`config.mk`:
```
export PLATFORM = sky130hd
export DESIGN_NAME = ext_trig_conditioner
export DESIGN_NICKNAME = d
export VERILOG_FILES = /design/src/rtl/trig_cond_pkg.sv /design/src/rtl/trig_src_select.sv /design/src/rtl/trig_prescaler.sv /design/src/rtl/trig_glitch_filter.sv /design/src/rtl/ext_trig_conditioner.sv
export SDC_FILE = /design/constraint.sdc
export NUM_CORES = 1
export LEC_CHECK = 0
export ABC_AREA = 1
export BUFFER_PORTS_ARGS = -buffer_cell sky130_fd_sc_hd__buf_2
export CAP_MARGIN = 20
export CORE_ASPECT_RATIO = 0.75
export CORE_UTILIZATION = 55
export DETAILED_ROUTE_END_ITERATION = 10
export PLACE_DENSITY = 0.87
export SLEW_MARGIN = 10
export SYNTH_ARGS = -nofsm -noshare
export SYNTH_HDL_FRONTEND = slang
export SYNTH_SLANG_ARGS = --single-unit
```
`constraint.sdc`:
```
create_clock -name clk -period 3.46 [get_ports clk]
set_input_delay 0.346 -clock clk [delete_from_list [all_inputs] [get_ports clk]]
set_output_delay 0.346 -clock clk [all_outputs]
set_load 0.01 [all_outputs]
```
`src/rtl/trig_cond_pkg.sv`:
```
package trig_cond_pkg;

    localparam int SEL_W     = 4;
    localparam int DIV_CODE_W = 2;
    localparam int FILT_W    = 4;
    localparam int DIV_CNT_W = 3;

    typedef enum logic [DIV_CODE_W-1:0] {
        DIV_BY1 = 2'd0,
        DIV_BY2 = 2'd1,
        DIV_BY4 = 2'd2,
        DIV_BY8 = 2'd3
    } div_code_e;

    typedef struct packed {
        logic [SEL_W-1:0]      src;
        logic                  invert;
        logic [DIV_CODE_W-1:0] div;
        logic [FILT_W-1:0]     filt;
    } trig_cfg_t;

    typedef struct packed {
        logic level;
        logic rise;
        logic fall;
    } trig_evt_t;

    // Input rising edges per divider toggle, minus one
    function automatic logic [DIV_CNT_W-1:0] toggle_limit(input logic [DIV_CODE_W-1:0] code);
        case (code)
            DIV_BY2: toggle_limit = DIV_CNT_W'(0);
            DIV_BY4: toggle_limit = DIV_CNT_W'(1);
            DIV_BY8: toggle_limit = DIV_CNT_W'(3);
            default: toggle_limit = DIV_CNT_W'(0);
        endcase
    endfunction

endpackage

```
`src/rtl/trig_src_select.sv`:
```
module trig_src_select
    import trig_cond_pkg::*;
#(
    parameter int NUM_CMP     = 2,
    parameter int NUM_WDG     = 3,
    parameter int SYNC_STAGES = 2
) (
    input  logic               clk,
    input  logic               rst,
    input  logic               pin_i,
    input  logic [NUM_CMP-1:0] cmp_i,
    input  logic [NUM_WDG-1:0] wdg_i,
    input  logic [SEL_W-1:0]   sel_i,
    input  logic               invert_i,
    output logic               sync_o
);

    localparam int NUM_SRC = 1 + NUM_CMP + NUM_WDG;

    logic [NUM_SRC-1:0]     cand;
    logic                   picked;
    logic                   polar;
    logic [SYNC_STAGES-1:0] stg;

    assign cand = {wdg_i, cmp_i, pin_i};

    always_comb begin
        picked = 1'b0;
        for (int i = 0; i < NUM_SRC; i++) begin
            if (sel_i == SEL_W'(i)) picked = cand[i];
        end
    end

    assign polar = picked ^ invert_i;

    always_ff @(posedge clk) begin
        if (rst) stg <= '0;
        else     stg <= {stg[SYNC_STAGES-2:0], polar};
    end

    assign sync_o = stg[SYNC_STAGES-1];


    unused_src_low_chk: assert property (@(posedge clk) disable iff (rst)
        (int'(sel_i) >= NUM_SRC && !invert_i) |=> !stg[0]);

endmodule

```
`src/rtl/trig_prescaler.sv`:
```
module trig_prescaler
    import trig_cond_pkg::*;
(
    input  logic                  clk,
    input  logic                  rst,
    input  logic                  in_i,
    input  logic [DIV_CODE_W-1:0] div_i,
    output logic                  out_o
);

    logic                  in_q;
    logic                  in_rise;
    logic [DIV_CNT_W-1:0]  cnt;
    logic                  div_q;
    logic [DIV_CODE_W-1:0] code_q;

    assign in_rise = in_i & ~in_q;

    always_ff @(posedge clk) begin
        if (rst) begin
            in_q   <= 1'b0;
            cnt    <= '0;
            div_q  <= 1'b0;
            code_q <= DIV_BY1;
        end else begin
            in_q   <= in_i;
            code_q <= div_i;
            if (div_i != code_q) begin
                cnt   <= '0;
                div_q <= 1'b0;
            end else if (div_i == DIV_BY1) begin
                cnt   <= '0;
                div_q <= in_i;
            end else if (in_rise) begin
                if (cnt == toggle_limit(div_i)) begin
                    cnt   <= '0;
                    div_q <= ~div_q;
                end else begin
                    cnt <= cnt + 1'b1;
                end
            end
        end
    end

    assign out_o = div_q;


    div_cnt_bound_chk: assert property (@(posedge clk) disable iff (rst)
        (div_i == code_q) |-> (cnt <= toggle_limit(div_i)));


    div_write_clear_chk: assert property (@(posedge clk) disable iff (rst)
        (div_i != code_q) |=> (cnt == '0 && !div_q));

endmodule

```
`src/rtl/trig_glitch_filter.sv`:
```
module trig_glitch_filter
    import trig_cond_pkg::*;
(
    input  logic              clk,
    input  logic              rst,
    input  logic              in_i,
    input  logic              samp_en_i,
    input  logic [FILT_W-1:0] len_i,
    output logic              out_o
);

    logic [FILT_W-1:0] cnt;
    logic [FILT_W-1:0] len_q;
    logic              out_q;

    always_ff @(posedge clk) begin
        if (rst) begin
            cnt   <= '0;
            len_q <= '0;
            out_q <= 1'b0;
        end else begin
            len_q <= len_i;
            if (len_i == '0) begin
                out_q <= in_i;
                cnt   <= '0;
            end else if (len_i != len_q) begin
                cnt <= len_i;
            end else if (samp_en_i) begin
                if (in_i == out_q) begin
                    cnt <= len_i;
                end else if (cnt == '0) begin
                    out_q <= in_i;
                    cnt   <= len_i;
                end else begin
                    cnt <= cnt - 1'b1;
                end
            end
        end
    end

    assign out_o = out_q;


    filt_samp_gate_chk: assert property (@(posedge clk) disable iff (rst)
        (len_i != '0 && len_i == len_q && !samp_en_i) |=> $stable(out_q));


    filt_wait_chk: assert property (@(posedge clk) disable iff (rst)
        (len_i != '0 && len_i == len_q && cnt != '0) |=> $stable(out_q));

endmodule

```
`src/rtl/ext_trig_conditioner.sv`:
```
module ext_trig_conditioner
    import trig_cond_pkg::*;
#(
    parameter int NUM_CMP     = 2,
    parameter int NUM_WDG     = 3,
    parameter int SYNC_STAGES = 2
) (
    input  logic                  clk,
    input  logic                  rst,
    input  logic                  trig_pin,
    input  logic [NUM_CMP-1:0]    cmp_out,
    input  logic [NUM_WDG-1:0]    wdg_flag,
    input  logic [SEL_W-1:0]      cfg_src,
    input  logic                  cfg_invert,
    input  logic [DIV_CODE_W-1:0] cfg_div,
    input  logic [FILT_W-1:0]     cfg_filt,
    input  logic                  samp_en,
    output logic                  trig_level,
    output logic                  trig_rise,
    output logic                  trig_fall
);

    trig_cfg_t cfg;
    trig_evt_t evt;
    logic      synced;
    logic      divided;
    logic      filtered;
    logic      level_q;

    always_comb begin
        cfg.src    = cfg_src;
        cfg.invert = cfg_invert;
        cfg.div    = cfg_div;
        cfg.filt   = cfg_filt;
    end

    trig_src_select #(
        .NUM_CMP    (NUM_CMP),
        .NUM_WDG    (NUM_WDG),
        .SYNC_STAGES(SYNC_STAGES)
    ) u_select (
        .clk     (clk),
        .rst     (rst),
        .pin_i   (trig_pin),
        .cmp_i   (cmp_out),
        .wdg_i   (wdg_flag),
        .sel_i   (cfg.src),
        .invert_i(cfg.invert),
        .sync_o  (synced)
    );

    trig_prescaler u_div (
        .clk  (clk),
        .rst  (rst),
        .in_i (synced),
        .div_i(cfg.div),
        .out_o(divided)
    );

    trig_glitch_filter u_filt (
        .clk      (clk),
        .rst      (rst),
        .in_i     (divided),
        .samp_en_i(samp_en),
        .len_i    (cfg.filt),
        .out_o    (filtered)
    );

    always_ff @(posedge clk) begin
        if (rst) level_q <= 1'b0;
        else     level_q <= filtered;
    end

    always_comb begin
        evt.level = filtered;
        evt.rise  = filtered & ~level_q;
        evt.fall  = ~filtered & level_q;
    end

    assign trig_level = evt.level;
    assign trig_rise  = evt.rise;
    assign trig_fall  = evt.fall;


    edge_excl_chk: assert property (@(posedge clk) disable iff (rst)
        !(trig_rise && trig_fall));


    rise_single_chk: assert property (@(posedge clk) disable iff (rst)
        trig_rise |=> !trig_rise);


    fall_single_chk: assert property (@(posedge clk) disable iff (rst)
        trig_fall |=> !trig_fall);


    reset_quiet_chk: assert property (@(posedge clk)
        $past(rst) |-> (!trig_level && !trig_rise && !trig_fall));

endmodule

```
* Word level (Yosys, flattened, before mapping)
Cells that the tools add are included.
** Storage, ports and cells
- RAM bits :: 0
- Bits in read-only memories :: 0
- Memories :: 0
- Flip-flop bits (word level) :: 19
- Bits in latches :: 0
- Output and inout bits :: 3
** Operators by class
- $mul :: 0
- Add/sub/neg operators :: 2
- Mux-type cells :: 24
- Bitwise logic cells :: 8
- Eq/ne operators :: 13
- Shift operators :: 0
- $lt $le $gt $ge :: 0
- Divide/modulo/power cells :: 0
- Reduce and logical (&&, ||, !) cells :: 14
** Operators with widths (count)
- $mux 4 :: 4
- $mux 3 :: 5
- $mux 1 :: 14
- $logic_not 4->1 :: 3
- $reduce_bool 2->1 :: 5
- $eq 4x2->1 const B :: 2
- $eq 4x3->1 const B :: 2
- $eq 2x2->1 const B :: 2
- $eq 4x1->1 const B :: 1
- $ne 2x1->1 const B :: 2
- $ne 4x4->1 :: 1
- $not 1->1 :: 4
- $pmux 2 s2 :: 1
- $reduce_and 4->1 :: 1
- $reduce_or 2->1 :: 2
- $sub 4x1->4 const B :: 1
- $add 3x1->3 const B :: 1
- $and 1x1->1 :: 3
- $eq 3x3->1 :: 1
- $reduce_or 3->1 :: 1
- $logic_not 2->1 :: 1
- $ne 2x2->1 :: 1
- $reduce_and 2->1 :: 1
- $eq 1x1->1 :: 1
- $xor 1x1->1 :: 1

* Longest topological paths before layout
Gate-level depths: netlist of the first run.
- Depth in word-level cells :: 10
- Gate-level depth with buffers :: 12

* Hierarchy
Synthesis of the first run repeated with hierarchy kept, for this count alone.
** Second synthesis, totals
- Cells, all modules :: 190
- Area total of the unflattened synthesis :: 1228.7 µm²
** By module, submodules not included
- trig_glitch_filter :: area each 628.1 µm², times used 1, seq. area each 180.2 µm², cells an instance 103
- trig_prescaler :: area each 382.9 µm², times used 1, seq. area each 140.1 µm², cells an instance 52
- trig_src_select :: area each 178.9 µm², times used 1, seq. area each 40.0 µm², cells an instance 29
- ext_trig_conditioner :: area each 38.8 µm², times used 1, seq. area each 20.0 µm², cells an instance 6

* Worst setup path before layout of the first run
OpenSTA, ideal clock, no wires.
- Kind :: register to register
- Start :: reg u_filt.cnt[0]
- End :: reg u_filt.out_q (netlist: u_filt.out_o)
- Data required time :: 3347 ps
- Cell stages (with the launch flop) :: 10
- Slack :: 2223 ps
- Library setup time :: 113 ps
- Path buffers :: 0
- Arrival :: 1124 ps
- Path through :: dfxtp_1 -> inv_1 -> ha_1 -> inv_1 -> nor2_1 -> nand2_1 -> o21ai_0 -> nand3_1 -> nor2_1 -> nor2_1
** On the way
- Longest elaborated chain between the ends :: 3
** RTL lines
- start: declaration :: line trig_glitch_filter.sv:12 : logic [FILT_W-1:0] cnt;
- start signal: assignment :: line trig_glitch_filter.sv:27 : cnt <= len_i;
- start signal: assignment :: line trig_glitch_filter.sv:30 : cnt <= len_i;
- start signal: assignment :: line trig_glitch_filter.sv:33 : cnt <= len_i;
- $logic_not 4->1 :: line trig_glitch_filter.sv:31 : end else if (cnt == '0) begin
- $reduce_bool 2->1 (no source line)
- $reduce_and 4->1 (no source line)
- end signal: assignment :: line trig_glitch_filter.sv:24 : out_q <= in_i;
- end signal: assignment :: line trig_glitch_filter.sv:32 : out_q <= in_i;
- end: declaration :: line trig_glitch_filter.sv:14 : logic out_q;
Every way passes these cells.
A chain may end at the register's enable or synchronous reset.

* Worst setup path after layout of the first run
Ends and elaborated chain as after synthesis.

==> flow_summary.ini, run 1 <==
[global_routing]
first_global_vias = 852
antenna_found_initial = 0
grt.overflow.total = 0
grt_first_pass_wirelength_mm = 3.28
grt_max_degree = 12
grt_usage = 0.221

[floorplanning]
num_rows = 13
initial_core_util = 0.604
core_um2 = 1770
die_h_um = 40.2
floorplan.io_pins = 23
dieWidth_um = 53.0
dieArea_um2 = 2130

[clocking]
cts_root_buffer = clkbuf_4
clkSlewWorstSetupHoldPaths_ns = 0.10
clock_sinks = 19
cts_tree = built
clockBufferDepth = 2
cts_buffers = 3
cts-resized-gates = 0
post_cts_buffers = 0
insertion_delay_ns = 0.30
htreeDepth = 1
holdBufCountCts = 0

[route]
vias_per_cell = 4.86
num_vias = 1079
wl_per_cell_um = 8.73
ant_nets = 0
first_pass_iters = 4
finalWirelength_mm = 1.94
dr.first_iter.drc_count = 32
drc = 0

[final_layout]
area_delta_synth_final_pct = 15.0
final_common_cell = nand2_1
post-route-util = 0.694
fin_cells = 222
layout.nets = 223
antenna_cells = 0
drive_above_1_share = 0.155
final_cell_mix = 49 x nand2_1, 37 x inv_1, 27 x nor2_1

[critical_path]
required_ns = 3.66
path_max_fanout = 5
slowest_stage = dfxtp_1
crit_path_frequent_cell = nor2_1
cpPeakStageDelay_ns = 0.31
start_kind = register
endpoint_kind = register
cp_cell_sequence = inv_1 -> ha_1 -> inv_1 -> nor2_1 -> nand2_1 -> o21ai_0 -> nand3_1 -> nor2_1 -> nor2_1
cp_data_arrival_time_ns = 1.63
critPathKind = register to register

[sta]
period_needed_ns = 1.42
setup_viol = 0
period_share = 0.411
slew_headroom = 0.787
worst_pin_slew_ns = 0.318
finalHoldViolations = 0
finalSetupTns_ns = 0
fmax_ghz = 0.704
rsz0062_at_grt = false
final_max_slew_viol_count = 0
fin_worst_skew_ns = 0.000605

[logic_synthesis]
synth_area_leader_cell = dfxtp_1
synth_area_um2 = 1070
yosysTopAreaCellShare = 0.355
synthCells = 175
synthesis.nets = 197
synth_warnings = 0
yosysUniqueCellTypes = 20
synth_area_per_cell_um2 = 6.12
ys_top_cells_by_area = dfxtp_1 36%, nand2_1 17%, inv_1 13%, nor2_1 9.5%, nand3_1 4.7%
ys_ff_latch = 19
yosysSeqAreaShare = 0.355

[power_and_ir_drop]
switchingPower_mw = 0.119
p_int_mw = 0.304
sw_frac_of_total = 0.281
pwr-share-comb = 0.182
vdd_drop_max_uv = 255
pwr-share-clk = 0.266
p_seq_frac = 0.552
p_leak_nw = 0.723
powerDensity_nw_per_um2 = 343

[place]
dp_hpwl_mm = 1.59
dp.cells = 218
placement.io_buffers = 22
gp_congestion = 0.810

[flow_run]
drv_cap = 0

[run_status]
status = finished, final reports clean

[min_path]
hp-class = primary input to register
==> power by group through the flow <==
stage / registers [mW] / clock network, mW / logic (mW)
2_1_floorplan: 0.237 / 0 / 0.0530
3_3_place_gp: 0.238 / 0 / 0.0734
3_5_place_dp: 0.238 / 0 / 0.0766
4_1_cts: 0.233 / 0.117 / 0.0770
5_1_grt: 0.234 / 0.123 / 0.0886
6_report: 0.233 / 0.112 / 0.0769
==> worst paths after layout <==
| check | from | end | slack, ns | cells past startpoint |
|---|---|---|---|---|
| min reg2reg | u_select.stg[0] | u_select.stg[1] | 0.41 | 2 |
| max reg2reg | u_filt.cnt[0] | u_filt.out_o | 2.04 | 9 |
| min | cfg_div[1] | u_div.code_q[1] | 0.29 | 3 |
| max | u_filt.cnt[0] | u_filt.out_o | 2.04 | 9 |
==> registers in the layout, summed over array words and instances, names as in the netlist <==
register      count
u_div.in_q        1
level_q           1
u_filt.out_o      1
u_select.stg      2
u_div.cnt         3
u_div.out_o       1
u_div.code_q      2
u_filt.cnt        4
u_filt.len_q      4
==> kinds of logic after synthesis <==
family | share of synthesized area
compound gates | 0.0666
xor+xnor | 0.0409
buf+inv | 0.140
simple gates | 0.374
fa+ha+maj | 0.0234
flops | 0.355
==> synthesized netlist by cell type (all sizes together) <==
cell      n
xnor2     3
nand2    50
xor2      2
o211ai    1
o2111ai   1
o21ai     4
nand4     3
nor3      2
or2       1
inv      39
nand3    10
a21oi     7
dfxtp    19
nor2     30
clkbuf    1
ha        2
==> through the flow <==
stage / cell area (um^2) / setup WS, ns / power [mW] / hold slack [ns]
after floorplan: 1070 / 2.22 / 0.290 / 0.388
after global placement: 1200 / 2.09 / 0.311 / 0.389
after detailed placement: 1200 / 2.06 / 0.315 / 0.399
after CTS: 1230 / 2.05 / 0.427 / 0.288
after global routing: 1230 / 1.90 / 0.445 / 0.310
final: 1230 / 2.04 / 0.422 / 0.293
==> final cells by class <==
type	count	area (um^2)
clock buffers	4	26.3
multi-input cells	116	541
flip-flops and latches	19	380
well taps	22	27.5
fillers	149	542
repair buffers	22	110
inverters	39	146
==> worst max-delay path: cells and delay by family, from the launching register on <==
kind,cells,cell delay [ns]
adder cells (fa/ha/maj),1,0.17
flip-flops,1,0.31
AND/OR/NAND/NOR,5,0.52
buffers and inverters,2,0.14
AO/OA/AOI/OAI,1,0.19
==> routing by layer <==
metal,part of all wire,wire length (um),GRT usage
met1,0.50,961,0.250
met2,0.43,831,0.392
met3,0.054,104,0.0720
met4,0.021,41,0.0921
met5,0,0,0
(Power assumes the default switching activity.)
==> run 2: changes to the inputs <==
--- a/config.mk
+++ b/config.mk
@@ -5,13 +5,13 @@
 export SDC_FILE = /design/constraint.sdc
 export NUM_CORES = 1
 export LEC_CHECK = 0
-export ABC_AREA = 1
+export ABC_AREA = 0
 export BUFFER_PORTS_ARGS = -buffer_cell sky130_fd_sc_hd__buf_2
 export CAP_MARGIN = 20
 export CORE_ASPECT_RATIO = 0.75
-export CORE_UTILIZATION = 55
+export CORE_UTILIZATION = 46
 export DETAILED_ROUTE_END_ITERATION = 10
-export PLACE_DENSITY = 0.87
+export PLACE_DENSITY = 0.8
 export SLEW_MARGIN = 10
 export SYNTH_ARGS = -nofsm -noshare
 export SYNTH_HDL_FRONTEND = slang
==> constraint.sdc (replaced) <==
create_clock -name clk -period 1.25 [get_ports clk]
set_input_delay 0.125 -clock clk [delete_from_list [all_inputs] [get_ports clk]]
set_output_delay 0.125 -clock clk [all_outputs]
set_load 0.01 [all_outputs]
==> run 2 against run 1 <==
Effect of this change:
- the flow now finishes with violations (setup timing)
- worst hold slack lost 0.23 ns
- register-to-register slack lost 2.4 ns
- non-clock buffer count grew 23
- flip-flop and latch count is the same
- clock power grew to 3.0 times the previous value
- cell area grew 13%
- clock-buffer cell count shrank 1
- sequential power grew to 2.8 times the previous value
- highest routed layer unchanged
- largest power group unchanged
- routed wire length grew 35%
- combinational power grew to 3.4 times the previous value
- maximum frequency shrank 11%
- first-iteration DRC count shrank 31%
==> flow_summary.ini, run 2 <==
[flow_run]
drv_cap = 0

[route]
ant_nets = 0
vias_per_cell = 5.42
wl_per_cell_um = 14.9
drc = 0
dr.first_iter.drc_count = 22
first_pass_iters = 4
num_vias = 948
finalWirelength_mm = 2.61

[logic_synthesis]
yosysUniqueCellTypes = 34
synthesis.nets = 127
synthFlopType = dfxtp_1
synth_area_leader_cell = dfxtp_1
netlist_top_cells_count = 19 x dfxtp_1, 12 x nor2_1, 12 x nor2b_1
ys_top_cells_by_area = dfxtp_1 40%, nor2b_1 7.8%, mux2i_1 7.3%, xor2_1 5.5%, nor2_1 4.7%
ys_ff_latch = 19
yosysTopAreaCellShare = 0.396
synth.most_common_cell = dfxtp_1
synth-edff-count = 0
synthCells = 105
synth_area_um2 = 961
synth_warnings = 0
async_flop_share = 0
synth_area_per_cell_um2 = 9.15
yosysSeqAreaShare = 0.396

[clocking]
cts_root_buffer = clkbuf_4
cts_buffers = 3
clkSlewWorstSetupHoldPaths_ns = 0.12
htreeDepth = 1
cts_tree = built
holdBufCountCts = 0
clock_sinks = 19
clockBufferDepth = 2
insertion_delay_ns = 0.32

[final_layout]
area_delta_synth_final_pct = 44.4
layout.nets = 176
largestRegisters = u_filt.cnt x4, u_filt.len_q x4, u_div.cnt x3
regArea_um2 = 387
final_cell_mix = 22 x buf_2, 22 x buf_4, 14 x dfxtp_1
multiInputGateArea_um2 = 648
drive_above_1_share = 0.464
antenna_cells = 0
fillers = 119

[floorplanning]
dieWidth_um = 54.8
floorplan.io_pins = 23
dieArea_um2 = 2280
core_um2 = 1840
num_rows = 13
initial_core_util = 0.523
die_h_um = 41.6

[sta]
fin_worst_skew_ns = 0.0114
rsz0062_at_grt = true
final_max_slew_viol_count = 0
setup_slack_ns = -0.351
finalSetupTns_ns = -1.43
setup_viol = 5
fmax_ghz = 0.625
period_share = 1.28
slew_headroom = 0.685
period_needed_ns = 1.60
hold_ws_ns = 0.0637
finalHoldViolations = 0
worst_pin_slew_ns = 0.471

[critical_path]
start_kind = register
path_max_fanout = 4
required_ns = 1.45
critPathKind = register to register
endpoint_kind = register
cp_data_arrival_time_ns = 1.80

[power_and_ir_drop]
sw_frac_of_total = 0.285
powerDensity_nw_per_um2 = 893
pwr-share-clk = 0.267
p_seq_frac = 0.523
pwr-share-comb = 0.210
p_leak_nw = 0.666
p_int_mw = 0.886
vdd_drop_max_uv = 844
switchingPower_mw = 0.353

[min_path]
hp-class = primary input to register

[global_routing]
antenna_found_initial = 0
first_global_vias = 927
grt.overflow.total = 0
grt_first_pass_wirelength_mm = 4.30
grt_max_degree = 15
grt_usage = 0.264

[place]
placement.io_buffers = 22
dp_hpwl_mm = 1.83
gp_congestion = 0.868

[run_status]
violations = setup timing
status = finished with violations
-- run 2: cell count changes after synthesis, moves of 7 or more --
cell	previous run	this run
nand2_1	49	9
inv_1	37	3
nor2_1	27	12
nor2b_1	0	12
nand3_1	10	2
mux2i_1	0	7
-- run 2: area by class of cell --
class | count | area share
timing repair buffer | 45 | 0.206
tap | 22 | 0.0198
clock inverter | 1 | 0.00361
multi-input combinational | 82 | 0.467
inverter | 3 | 0.00812
clock buffer | 3 | 0.0162
sequential | 19 | 0.279
-- run 2: cells by family (layout without fill, tap and decap cells) --
| kind of cell | Yosys count | in the layout | share of synthesized area |
|---|---|---|---|
| simple gates | 48 | 48 | 0.279 |
| flops | 19 | 19 | 0.396 |
| compound gates | 15 | 15 | 0.105 |
| xor+xnor | 9 | 9 | 0.0820 |
| mux | 8 | 8 | 0.0964 |
| buf+inv | 4 | 52 | 0.0156 |
| fa+ha+maj | 2 | 2 | 0.0260 |
-- run 2: path summary, 6_finish.rpt --
path | start | end | slack (ns) | cells after the start
setup / recovery | u_filt.len_q[1] | u_filt.cnt[0] | -0.35 | 6
hold / removal | cfg_invert | u_select.stg[0] | 0.06 | 3
setup reg to reg | u_filt.len_q[1] | u_filt.cnt[0] | -0.35 | 6
hold reg to reg | u_select.stg[0] | u_select.stg[1] | 0.47 | 1
-- run 2: routing by layer --
metal / global-route usage / up-vias / part of all wire
met5: 0 / - / 0
met4: 0.0103 / 0 / 0.015
met3: 0.0769 / 6 / 0.044
met2: 0.439 / 31 / 0.51
met1: 0.350 / 448 / 0.43
li1: - / 463 / -
-- run 2: repair_timing --
item | CTS | global route
gates cloned | 0 | 0
pin swaps | 5 | 9
endpoints found under the setup margin | 6 | 9
buffers inserted | 3 | 0
gates resized for setup | 10 | 11
-- run 2: worst max-delay path: stages, from the launching register on --
cell and delay [ns]:
dfxtp_2 0.35, xor2_2 0.15, nor4_4 0.28, buf_4 0.19, nand3b_4 0.10, and3_4 0.17, o31a_1 0.25
-- run 2: per-stage QoR --
stage          cell area, um^2  power, mW  setup slack, ns  utilization  std cells
6_report                  1390       1.24           -0.351        0.755        175
5_1_grt                   1390       1.29           -0.396        0.755        175
4_1_cts                   1340       1.21           -0.298        0.731        175
3_5_place_dp              1260      0.882           -0.348        0.683        168
3_3_place_gp              1260      0.868           -0.253        0.683        168
2_1_floorplan              972      0.770           -0.295            -        105
-- run 2: power groups by stage --
stage	logic (mW)	clock network, mW	registers [mW]
detailed placement	0.226	0	0.656
finish	0.260	0.331	0.648
global route	0.279	0.363	0.649
CTS	0.243	0.323	0.644
floorplan	0.114	0	0.656
global placement	0.214	0	0.654
==> run 3: changes to the inputs <==
==> constraint.sdc (replaced) <==
create_clock -name clk -period 1.25 [get_ports clk]
set_input_delay 0.125 -clock clk [delete_from_list [all_inputs] [get_ports clk]]
set_output_delay 0.125 -clock clk [all_outputs]
set_load 0.1 [all_outputs]
==> run 3 against run 2 <==
Effect of this change:
- the run still ends with setup timing left
- routed wire length grew 15%
- non-clock buffer count grew 2
- global-route usage grew 1.3 points
- critical path type unchanged
- critical path depth shrank 1
- worst setup slack gained 0.023 ns
- largest power group unchanged
==> flow_summary.ini, run 3 (same netlist as run 2, synthesis figures left out) <==
[final_layout]
multiInputGateArea_um2 = 697
regArea_um2 = 389
drive_above_1_share = 0.503
layout.nets = 178
fillers = 111
final_common_cell = buf_4
largestRegisters = u_filt.cnt x4, u_filt.len_q x4, u_div.cnt x3
fin_area_um2 = 1510
area_delta_synth_final_pct = 57.3
antenna_cells = 0
final_cell_mix = 21 x buf_4, 19 x buf_2, 14 x dfxtp_1

[place]
dp_hpwl_mm = 1.86
placement.io_buffers = 22
gp_congestion = 0.864
dpl_cell_area_um2 = 1330

[route]
first_pass_iters = 5
vias_per_cell = 5.55
wl_per_cell_um = 16.9
num_vias = 983
drc = 0
finalWirelength_mm = 2.99
dr.first_iter.drc_count = 25
ant_nets = 0

[global_routing]
grt.overflow.total = 0
antenna_found_initial = 0
grt_max_degree = 15
grt_usage = 0.277
grt_first_pass_wirelength_mm = 4.44
first_global_vias = 959

[clocking]
clockBufferDepth = 2
cts_tree = built
cts_buffers = 3
clock_sinks = 19
cts_root_buffer = clkbuf_4
clkSlewWorstSetupHoldPaths_ns = 0.12
htreeDepth = 1
insertion_delay_ns = 0.31

[min_path]
hp-class = primary input to register

[floorplanning]
num_rows = 13
dieArea_um2 = 2280
die_h_um = 41.6
dieWidth_um = 54.8
floorplan.io_pins = 23
initial_core_util = 0.523
core_um2 = 1840

[sta]
final_max_slew_viol_count = 0
slew_headroom = 0.696
setup_slack_ns = -0.327
finalSetupTns_ns = -1.49
fmax_ghz = 0.634
period_share = 1.26
period_needed_ns = 1.58
setup_viol = 10
worst_pin_slew_ns = 0.455
fin_worst_skew_ns = 0.000733
finalHoldViolations = 0
rsz0062_at_grt = true

[critical_path]
start_kind = register
slowest_stage = nor4_4
cp_cell_sequence = xor2_2 -> nor4_4 -> nand2b_2 -> and3_4 -> o31a_1
critical-path-top-delay-family = simple AND/OR/NAND/NOR gates
path_max_fanout = 4
critPathBufInv = 0
cp_data_arrival_time_ns = 1.79
r2r_setup_slack_ns = -0.33
required_ns = 1.46
endpoint_kind = register
cpPeakStageDelay_ns = 0.39
critPathKind = register to register

[power_and_ir_drop]
p_leak_nw = 0.690
vdd_drop_max_uv = 868
p_total_mw = 1.26
powerDensity_nw_per_um2 = 834

[run_status]
status = finished with violations
violations = setup timing

[flow_run]
drv_cap = 0
-- run 3: changes by cell type in the layout (fill, tap and decap cells not counted), sizes merged --
| cell | change |
|---|---|
| buf | +2 |
| clkinv | -1 |
| inv | +1 |
-- run 3: worst paths after layout --
path / cells past startpoint / start / to
worst max-delay path: 5 / u_filt.len_q[1] / u_filt.cnt[0]
worst min-delay path: 3 / cfg_invert / u_select.stg[0]
worst max register to register: 5 / u_filt.len_q[1] / u_filt.cnt[0]
worst min register to register: 1 / u_select.stg[0] / u_select.stg[1]
-- run 3: worst reg2reg max path: stages, from the launching register on --
cell      delay (ns)
dfxtp_2         0.35
xor2_2          0.15
nor4_4          0.39
nand2b_2        0.15
and3_4          0.17
o31a_1          0.28
-- run 3: layout make-up --
type                            count  area share
Clock inverter                      1     0.00414
Inverter                            3     0.00745
Sequential cell                    19       0.257
Multi-Input combinational cell     82       0.461
Timing Repair Buffer               47       0.237
Clock buffer                        3      0.0149
Tap cell                           22      0.0182
-- run 3: layer usage --
metal  track usage  wire length, um  part of all wire
met1         0.363             1210              0.41
met3        0.0916              177             0.059
met4        0.0821              111             0.037
met2         0.424             1490              0.50
met5             0                0                 0
-- run 3: power by group --
part | total (mW) | internal, mW | switching [mW]
logic | 0.279 | 0.142 | 0.137
clock network | 0.337 | 0.124 | 0.213
registers | 0.645 | 0.629 | 0.0161
-- run 3: repair_timing --
item | in CTS | in global routing
buffers inserted | 4 | 1
pin swaps | 12 | 14
endpoints found under the setup margin | 8 | 12
gates resized for setup | 17 | 9
hold buffers | 0 | 0
-- run 3: through the flow --
stage | setup slack [ns] | cells | util | hold slack, ns
floorplan | -0.295 | 105 | - | 0.197
global placement | -0.233 | 168 | 0.722 | 0.393
detailed placement | -0.308 | 168 | 0.722 | 0.407
CTS | -0.318 | 176 | 0.790 | 0.0686
global route | -0.420 | 177 | 0.822 | 0.0825
finish | -0.327 | 177 | 0.822 | 0.0705
